**src/rtl/mu_pkg.sv**
```systemverilog
package mu_pkg;
  localparam int OFF_IRQ_STAT = 'h00;
  localparam int OFF_ENABLES  = 'h04;
  localparam int OFF_DATA     = 'h40;
  localparam int OFF_IER      = 'h44;
  localparam int OFF_IID      = 'h48;
  localparam int OFF_LSTAT    = 'h54;
  localparam int OFF_CTRL     = 'h60;
  localparam int OFF_XSTAT    = 'h64;

  localparam logic [31:0] IER_RD_BASE = 32'h0000_00C0;
  localparam logic [31:0] IID_RD_BASE = 32'h0000_00C0;
  localparam logic [31:0] LSTAT_BASE  = 32'h0000_0060;
  localparam logic [31:0] XSTAT_BASE  = 32'h0000_030E;
  localparam logic [31:0] CTRL_VALUE  = 32'h0000_0003;

  typedef struct packed {
    logic tx_en;
    logic rx_en;
  } ier_t;
endpackage

```
**src/rtl/mu_rx_fifo.sv**
```systemverilog
module mu_rx_fifo #(
  parameter int DEPTH = 8,
  parameter int CNT_W = $clog2(DEPTH + 1)
) (
  input  logic             clk,
  input  logic             rst_n,
  input  logic             push,
  input  logic [7:0]       push_data,
  input  logic             pop,
  input  logic             flush,
  output logic [7:0]       head_data,
  output logic [CNT_W-1:0] count,
  output logic             full
);
  localparam int PTR_W = (DEPTH > 1) ? $clog2(DEPTH) : 1;
  localparam logic [CNT_W:0]   DEPTH_S  = (CNT_W + 1)'(DEPTH);
  localparam logic [CNT_W-1:0] DEPTH_C  = CNT_W'(DEPTH);
  localparam logic [PTR_W-1:0] LAST_PTR = PTR_W'(DEPTH - 1);

  logic [7:0]       mem [DEPTH];
  logic [PTR_W-1:0] rd_ptr;
  logic [CNT_W-1:0] cnt;
  logic [CNT_W:0]   slot_sum;
  logic [PTR_W-1:0] wr_idx;
  logic             do_pop;

  assign slot_sum  = (CNT_W + 1)'(rd_ptr) + (CNT_W + 1)'(cnt);
  assign wr_idx    = (slot_sum >= DEPTH_S) ? PTR_W'(slot_sum - DEPTH_S) : PTR_W'(slot_sum);
  assign do_pop    = pop && (cnt != '0);
  assign head_data = mem[rd_ptr];
  assign count     = cnt;
  assign full      = (cnt == DEPTH_C);

  always_ff @(posedge clk) begin
    if (push) mem[wr_idx] <= push_data;
  end

  always_ff @(posedge clk or negedge rst_n) begin
    if (!rst_n) begin
      rd_ptr <= '0;
      cnt    <= '0;
    end else begin
      if (do_pop) rd_ptr <= (rd_ptr == LAST_PTR) ? '0 : rd_ptr + 1'b1;
      if (flush)               cnt <= '0;
      else if (push && !do_pop) cnt <= cnt + 1'b1;
      else if (!push && do_pop) cnt <= cnt - 1'b1;
    end
  end

  assert_no_overflow_R2: assert property (@(posedge clk) disable iff (!rst_n)
    full |-> !push);
  assert_count_bound_R2: assert property (@(posedge clk) disable iff (!rst_n)
    cnt <= DEPTH_C);
  assert_pop_step_R3: assert property (@(posedge clk) disable iff (!rst_n)
    (pop && !push && !flush && cnt != '0) |=> cnt == $past(cnt) - 1'b1);
  assert_empty_pop_R3: assert property (@(posedge clk) disable iff (!rst_n)
    (pop && !push && !flush && cnt == '0) |=> ($stable(rd_ptr) && cnt == '0));
  assert_flush_empties_R8: assert property (@(posedge clk) disable iff (!rst_n)
    flush |=> cnt == '0);
endmodule

```
**src/rtl/mu_irq_ctrl.sv**
```systemverilog
module mu_irq_ctrl
  import mu_pkg::*;
(
  input  logic       clk,
  input  logic       rst_n,
  input  logic       ier_we,
  input  logic [1:0] ier_wdata,
  input  logic       has_data,
  output ier_t       ier,
  output logic       irq
);
  always_ff @(posedge clk or negedge rst_n) begin
    if (!rst_n)      ier <= '0;
    else if (ier_we) ier <= ier_t'(ier_wdata);
  end

  assign irq = (ier.rx_en && has_data) || ier.tx_en;

  assert_ier_load_R5: assert property (@(posedge clk) disable iff (!rst_n)
    ier_we |=> ier == ier_t'($past(ier_wdata)));
  assert_ier_hold_R5: assert property (@(posedge clk) disable iff (!rst_n)
    !ier_we |=> $stable(ier));
endmodule

```
**src/rtl/mu_reg_read.sv**
```systemverilog
module mu_reg_read
  import mu_pkg::*;
#(
  parameter int ADDR_W = 8,
  parameter int CNT_W  = 4
) (
  input  logic [ADDR_W-1:0] addr,
  input  logic [CNT_W-1:0]  count,
  input  logic [7:0]        head_data,
  input  ier_t              ier,
  input  logic              irq,
  output logic [31:0]       rdata
);
  logic has_data;
  assign has_data = (count != '0);

  always_comb begin
    rdata = '0;
    case (addr)
      ADDR_W'(OFF_IRQ_STAT): rdata = {31'd0, irq};
      ADDR_W'(OFF_ENABLES):  rdata = 32'd1;
      ADDR_W'(OFF_DATA):     rdata = {24'd0, head_data};
      ADDR_W'(OFF_IER):      rdata = IER_RD_BASE | {30'd0, ier};
      ADDR_W'(OFF_IID):      rdata = IID_RD_BASE | {29'd0, has_data, !has_data, !irq};
      ADDR_W'(OFF_LSTAT):    rdata = LSTAT_BASE | {31'd0, has_data};
      ADDR_W'(OFF_CTRL):     rdata = CTRL_VALUE;
      ADDR_W'(OFF_XSTAT):    rdata = XSTAT_BASE | {31'd0, has_data} | (32'(count) << 16);
      default:               rdata = '0;
    endcase
  end
endmodule

```
**src/rtl/mini_uart_regs.sv**
```systemverilog
module mini_uart_regs
  import mu_pkg::*;
#(
  parameter int ADDR_W = 8,
  parameter int DEPTH  = 8
) (
  input  logic              clk,
  input  logic              rst_n,
  input  logic [ADDR_W-1:0] bus_addr,
  input  logic              bus_wr,
  input  logic [31:0]       bus_wdata,
  input  logic              bus_rd,
  output logic [31:0]       bus_rdata,
  input  logic              rx_valid,
  output logic              rx_ready,
  input  logic [7:0]        rx_data,
  output logic              tx_valid,
  output logic [7:0]        tx_data,
  output logic              irq
);
  localparam int CNT_W = $clog2(DEPTH + 1);

  logic             sel_data, sel_ier, sel_iid;
  logic             flush, push, pop, full;
  logic [7:0]       head_data;
  logic [CNT_W-1:0] count;
  ier_t             ier;

  assign sel_data = (bus_addr == ADDR_W'(OFF_DATA));
  assign sel_ier  = (bus_addr == ADDR_W'(OFF_IER));
  assign sel_iid  = (bus_addr == ADDR_W'(OFF_IID));

  assign flush    = bus_wr && sel_iid && bus_wdata[1];
  assign rx_ready = !full && !flush;
  assign push     = rx_valid && rx_ready;
  assign pop      = bus_rd && sel_data;

  assign tx_valid = bus_wr && sel_data;
  assign tx_data  = bus_wdata[7:0];

  mu_rx_fifo #(.DEPTH(DEPTH), .CNT_W(CNT_W)) u_fifo (
    .clk       (clk),
    .rst_n     (rst_n),
    .push      (push),
    .push_data (rx_data),
    .pop       (pop),
    .flush     (flush),
    .head_data (head_data),
    .count     (count),
    .full      (full)
  );

  mu_irq_ctrl u_irq (
    .clk       (clk),
    .rst_n     (rst_n),
    .ier_we    (bus_wr && sel_ier),
    .ier_wdata (bus_wdata[1:0]),
    .has_data  (count != '0),
    .ier       (ier),
    .irq       (irq)
  );

  mu_reg_read #(.ADDR_W(ADDR_W), .CNT_W(CNT_W)) u_read (
    .addr      (bus_addr),
    .count     (count),
    .head_data (head_data),
    .ier       (ier),
    .irq       (irq),
    .rdata     (bus_rdata)
  );

  assert_rx_irq_R6: assert property (@(posedge clk) disable iff (!rst_n)
    (ier.rx_en && count != '0) |-> irq);
  assert_irq_quiet_R6: assert property (@(posedge clk) disable iff (!rst_n)
    (!ier.rx_en && !ier.tx_en) |-> !irq);
  assert_stall_full_R2: assert property (@(posedge clk) disable iff (!rst_n)
    (count == CNT_W'(DEPTH)) |-> !rx_ready);
endmodule

```
**config.mk**
```make
export PLATFORM = sky130hd
export DESIGN_NAME = mini_uart_regs
export DESIGN_NICKNAME = d
export VERILOG_FILES = /design/src/rtl/mu_pkg.sv /design/src/rtl/mu_rx_fifo.sv /design/src/rtl/mu_irq_ctrl.sv /design/src/rtl/mu_reg_read.sv /design/src/rtl/mini_uart_regs.sv
export SDC_FILE = /design/constraint.sdc
export NUM_CORES = 1
export LEC_CHECK = 0
export BUFFER_PORTS_ARGS = -buffer_cell sky130_fd_sc_hd__buf_2
export CAP_MARGIN = 20
export CORE_MARGIN = 2
export CORE_UTILIZATION = 57
export DETAILED_ROUTE_END_ITERATION = 6
export HOLD_SLACK_MARGIN = 0.06
export PLACE_DENSITY = 0.85
export SYNTH_ARGS = -nofsm -noshare
export SYNTH_HDL_FRONTEND = slang
export SYNTH_HIERARCHICAL = 1
export SYNTH_SLANG_ARGS = --single-unit
```
**constraint.sdc**
```tcl
create_clock -name clk -period 5.7 [get_ports clk]
set_input_delay 0.285 -clock clk [delete_from_list [all_inputs] [get_ports clk]]
set_output_delay 0.285 -clock clk [all_outputs]
set_load 0.01 [all_outputs]
```
==> impl_metrics.ini, run 1 <==
[cells_and_area]
syn_to_final_growth_pct = 10.3
drive_gt1_frac = 0.338
n_antenna_cell = 0
final_common_cell = edfxtp_1
final_cell_mix = 64 x edfxtp_1, 41 x buf_2, 18 x conb_1
final_util = 0.640
layout.nets = 345
final_cell_area_mm2 = 0.00402
num-fill-cells = 443

[drt]
viasPerCell = 5.95
drt-pass1-iter-count = 4
route.detailed.drc = 0
ant_nets = 0
routed_wl_um = 6890
num_vias = 2184
drt_iter0_markers = 92
wl_per_cell_um = 18.8

[floorplanning]
core_mm2 = 0.00628
die-height_um = 84.0
die_x_um = 84.0
rows = 29
dieArea_mm2 = 0.00705
ioPinCount = 96
initial_utilization = 0.580

[global_routing]
grt_pass1_vias = 2099
grt_use_met1 = 0.265
busiest_layer = met2
antenna_found_initial = 0
grt_max_degree = 21
track_usage = 0.205
grt_pass1_wl_um = 10800
gr-total-overflow = 0
met2_usage = 0.340
grt_use_met3 = 0.0485

[synth]
syn_area_mm2 = 0.00364
seq_area_frac_synth = 0.589
yosys_most_used_dff = edfxtp_1
syn_area_per_cell_um2 = 14.9
yosysUniqueCellTypes = 51
synth_seq_cells = 73
ys_top_cells_by_area = edfxtp_1 53%, mux4_2 9.9%, dfrtp_1 6.2%, buf_4 5.6%, mux2_2 3.7%
synth_edf_count = 64
yosys_warnings = 6
netlist_instances = 244
synth_top_cell_by_area = edfxtp_1
synthArstFlopShare = 0.123
yosysTopAreaCellShare = 0.527

[timing]
fin_setup_tns_ns = 0
drv_slew = 0
fin_crit_ns = 3.32
setup_viol = 0
finClkSkew_ns = 0.00900
fmax_mhz = 301
fin_crit_sh = 0.583
tightest_slew_ns = 0.952
slew_headroom = 0.363
hold_viol_final = 0
rsz0062_at_grt = false

[clock_network]
clk_latency_ns = 0.35
cts_setup_buffers = 0
cts_made_buffers = 9
clkTransAtPathRegs_ns = 0.08
cts_sinks = 73
clockBufferDepth = 2
htreeDepth = 3
cts_tree = built
cts_root_buffer = clkbuf_8

[power]
ir_worst_vdd_mv = 0.181
totalPowerFinal_w = 0.00139
p_leak_nw = 1.52
power_density_mw_per_mm2 = 345

[status]
outcome = finished clean

[critical_path]
worstPathArrival_ns = 3.29
worstSetupPathType = reg -> reg
required_ns = 5.67
crit_fanout = 19
cp-start-kind = flip-flop
endpoint_kind = flip-flop

[worst_hold_path]
hold_class = in -> reg

[placed_design]
placed_area_mm2 = 0.00381
routabilityCongestion = 0.896
dp_hpwl_um = 4700
port_buffers = 41

[run]
cap_violations = 0
## Yosys cell counts (2+ instances only)
cell      count
xnor2_1       5
fa_1          2
inv_1         8
a21o_2        2
edfxtp_1     64
nor2_1        9
o21ai_0       4
nand3_1       2
mux2_2       12
nor3_1        9
nand2b_1      7
buf_2         3
a21o_1        3
o31ai_1       2
dfrtp_1       9
a31oi_1       2
mux4_2       16
nor4b_1       2
clkbuf_1      3
nor4_1        5
buf_4        27
and2_1        7
ha_1          5
o22ai_1       2
nand2_1       8
## area by class of cell
type                            count  area [µm²]  share of cell area
Sequential cell                    73        2150               0.534
Clock buffer                       10         128              0.0318
Clock inverter                      6        67.6              0.0168
Timing Repair Buffer               47         253              0.0629
Multi-Input combinational cell    146        1300               0.323
Inverter                            8        30.0             0.00747
Tap cell                           77        96.3              0.0240
## flip-flops by register name, summed over array words and instances, names as in the netlist
signal         flops
u_irq/ier          2
u_fifo/count       4
u_fifo/mem        64
u_fifo/rd_ptr      3
## per-layer routing
layer / share of wire / wire length [µm]
met1: 0.42 / 2930
met2: 0.50 / 3430
met3: 0.060 / 415
met4: 0.017 / 120
met5: 0 / 0
## worst paths after layout
check	start	to	slack, ns	cells past startpoint
min in group asynchronous	rst_n	u_fifo/count[3]	0.32	2
max reg2reg	u_fifo/rd_ptr[1]	u_fifo/mem[5][1]	2.38	6
min	bus_wdata[0]	u_irq/ier[0]	0.19	2
max in group asynchronous	rst_n	u_fifo/rd_ptr[2]	5.19	2
min reg2reg	u_irq/ier[0]	u_irq/ier[0]	0.55	1
max	u_fifo/rd_ptr[1]	u_fifo/mem[5][1]	2.38	6
## worst max-delay path, stage by stage (launching register included)
cell     delay, ns
dfrtp_1       0.90
inv_1         0.16
fa_1          0.44
xnor2_1       0.28
xor2_1        0.30
nand2_1       0.13
nor2_1        0.73
## where the power goes
| group | internal, W | total [W] | switching (W) |
|---|---|---|---|
| combinational | 0.000117 | 0.000281 | 0.000164 |
| clock | 0.000203 | 0.000386 | 0.000182 |
| sequential | 0.000665 | 0.000721 | 0.0000552 |
| total | 0.000986 | 0.00139 | 0.000401 |
## kinds of logic (layout without fill, tap and decap cells)
logic type / Yosys count / in the layout / share of synthesized area
compound gates: 24 / 24 / 0.0532
xor+xnor: 6 / 6 / 0.0144
fa+ha+maj: 7 / 7 / 0.0282
buf+inv: 42 / 71 / 0.0721
flops: 73 / 73 / 0.589
mux: 29 / 29 / 0.139
other cells: 1 / 18 / 0.00103
simple gates: 62 / 62 / 0.103
## what timing repair did
item,CTS,global route
gates resized for setup,0,0
hold buffers,1,0
endpoints found under the hold margin,9,0
## stage by stage
step	worst slack [ns]	std cells	hold slack [ns]
finish	2.38	367	0.189
global route	2.23	367	0.184
CTS	2.37	367	0.171
detailed placement	2.32	350	0.147
global placement	2.32	350	0.145
floorplan	2.81	261	-0.0106
Note: power is estimated with default switching activity, not from simulation.
==> inputs of run 2 (changes only) <==
- CORE_UTILIZATION: 57 -> 48
- PLACE_DENSITY: 0.85 -> 0.77
- clock period: 5.7 -> 2.9 ns (I/O delays scaled with it)
==> impl_metrics.ini, run 2 (synthesis results as in run 1) <==
[cells_and_area]
final_common_cell = edfxtp_1
final_cell_mix = 64 x edfxtp_1, 41 x buf_2, 20 x buf_4
n_antenna_cell = 0
top_register = u_fifo/mem
final_cell_area_mm2 = 0.00425
syn_to_final_growth_pct = 16.7
largest_reg_flops = 64
drive_gt1_frac = 0.373
layout.nets = 366

[clock_network]
cts_made_buffers = 9
cts_sinks = 73
htreeDepth = 3
cts_root_buffer = clkbuf_8
cts_setup_buffers = 0
clk_latency_ns = 0.35
cts_tree = built
clkTransAtPathRegs_ns = 0.08
clockBufferDepth = 2

[placed_design]
routabilityCongestion = 0.868
placed_area_mm2 = 0.00395
port_buffers = 41
dp_hpwl_um = 4840

[drt]
drt-pass1-iter-count = 4
viasPerCell = 5.35
route.detailed.drc = 0
num_vias = 2192
drt_iter0_markers = 126
routed_wl_um = 6920
wl_per_cell_um = 16.9
ant_nets = 0

[power]
ir_worst_vdd_mv = 0.416
power_density_mw_per_mm2 = 678
p_leak_nw = 1.64

[global_routing]
track_usage = 0.177
grt_pass1_wl_um = 11000
grt_max_degree = 20
antenna_found_initial = 0
gr-total-overflow = 0
grt_pass1_vias = 2190

[timing]
setup_viol = 0
fmax_mhz = 371
tightest_slew_ns = 0.557
hold_viol_final = 0
slew_headroom = 0.619
fin_crit_ns = 2.70
fin_setup_tns_ns = 0
fin_crit_sh = 0.931
rsz0062_at_grt = false
drv_slew = 0
finClkSkew_ns = 0.00777

[floorplanning]
die_x_um = 91.1
dieArea_mm2 = 0.00830
ioPinCount = 96
core_mm2 = 0.00729
rows = 31
initial_utilization = 0.500
die-height_um = 91.1

[critical_path]
worstSetupPathType = reg -> out
worstPathArrival_ns = 2.55
cp-start-kind = flip-flop
required_ns = 2.76
crit_fanout = 19
endpoint_kind = output pin
crit_buf_inv = 2
cpPeakStageDelay_ns = 0.54
worstPathCellList = buf_4 > mux4_2 > mux2_2 > mux2_2 > o21ai_0 > o31ai_1 > buf_2
crit_top_cell = mux2_2
cpMaxStageDelayCell = mux4_2
crit_family = multiplexers

[run]
cap_violations = 0

[worst_hold_path]
hold_class = in -> reg

[status]
outcome = finished clean
[run 2: repair_timing]
action                                  CTS  global route
resized for setup                         0             1
endpoints found under the setup margin    0             7
hold buffers                              7             0
endpoints found under the hold margin    41             0
[run 2: report_power, final]
part / total [W] / switching (W) / internal (W)
logic: 0.000608 / 0.000342 / 0.000266
registers: 0.00139 / 0.0000805 / 0.00131
clock network: 0.000888 / 0.000394 / 0.000494
[run 2: layer usage]
metal,track usage,share of wire,vias to the layer above
met5,0,0,-
met1,0.218,0.43,1070
met4,0.0732,0.012,0
met2,0.304,0.51,88
met3,0.0357,0.056,11
li1,-,-,1023
[run 2: worst paths after layout]
path | start | endpoint | slack, ns | depth (start not counted)
max in group asynchronous | rst_n | u_fifo/count[0] | 2.52 | 2
worst max-delay path | u_fifo/rd_ptr[0] | bus_rdata[1] | 0.20 | 7
min in group asynchronous | rst_n | u_fifo/rd_ptr[1] | 0.17 | 2
worst min-delay path | rx_data[1] | u_fifo/mem[3][1] | 0.07 | 1
worst max register to register | u_fifo/count[3] | u_fifo/count[3] | 0.29 | 9
worst min register to register | u_irq/ier[1] | u_irq/ier[1] | 0.55 | 1
[run 2: area by class of cell]
class	instances	area, µm²
clock buffers	9	124
clock inverters	7	103
fillers	580	3040
inverters	8	30.0
multi-input cells	146	1300
flip-flops and latches	73	2150
well taps	99	124
repair buffers	68	425
[run 2: worst reg2reg max path, delay by kind of cell, from the launching register on]
kind	cells	cell delay [ns]
adders and majority gates	1	0.31
DFF	1	0.46
and+or+nand+nor	4	0.75
AOI/OAI and AO/OA	3	0.83
buffers and inverters	1	0.16
[run 2: through the flow]
step | util | cells | power (W) | setup slack [ns] | hold WS [ns]
after floorplan | - | 261 | 0.00181 | 0.0121 | -0.151
after global placement | 0.542 | 387 | 0.00198 | 0.00601 | 0.00833
after detailed placement | 0.542 | 387 | 0.00201 | 0.0675 | 0.00721
after CTS | 0.583 | 410 | 0.00290 | 0.176 | 0.0610
after global routing | 0.583 | 410 | 0.00303 | 0.0127 | 0.0765
final | 0.583 | 410 | 0.00288 | 0.201 | 0.0719
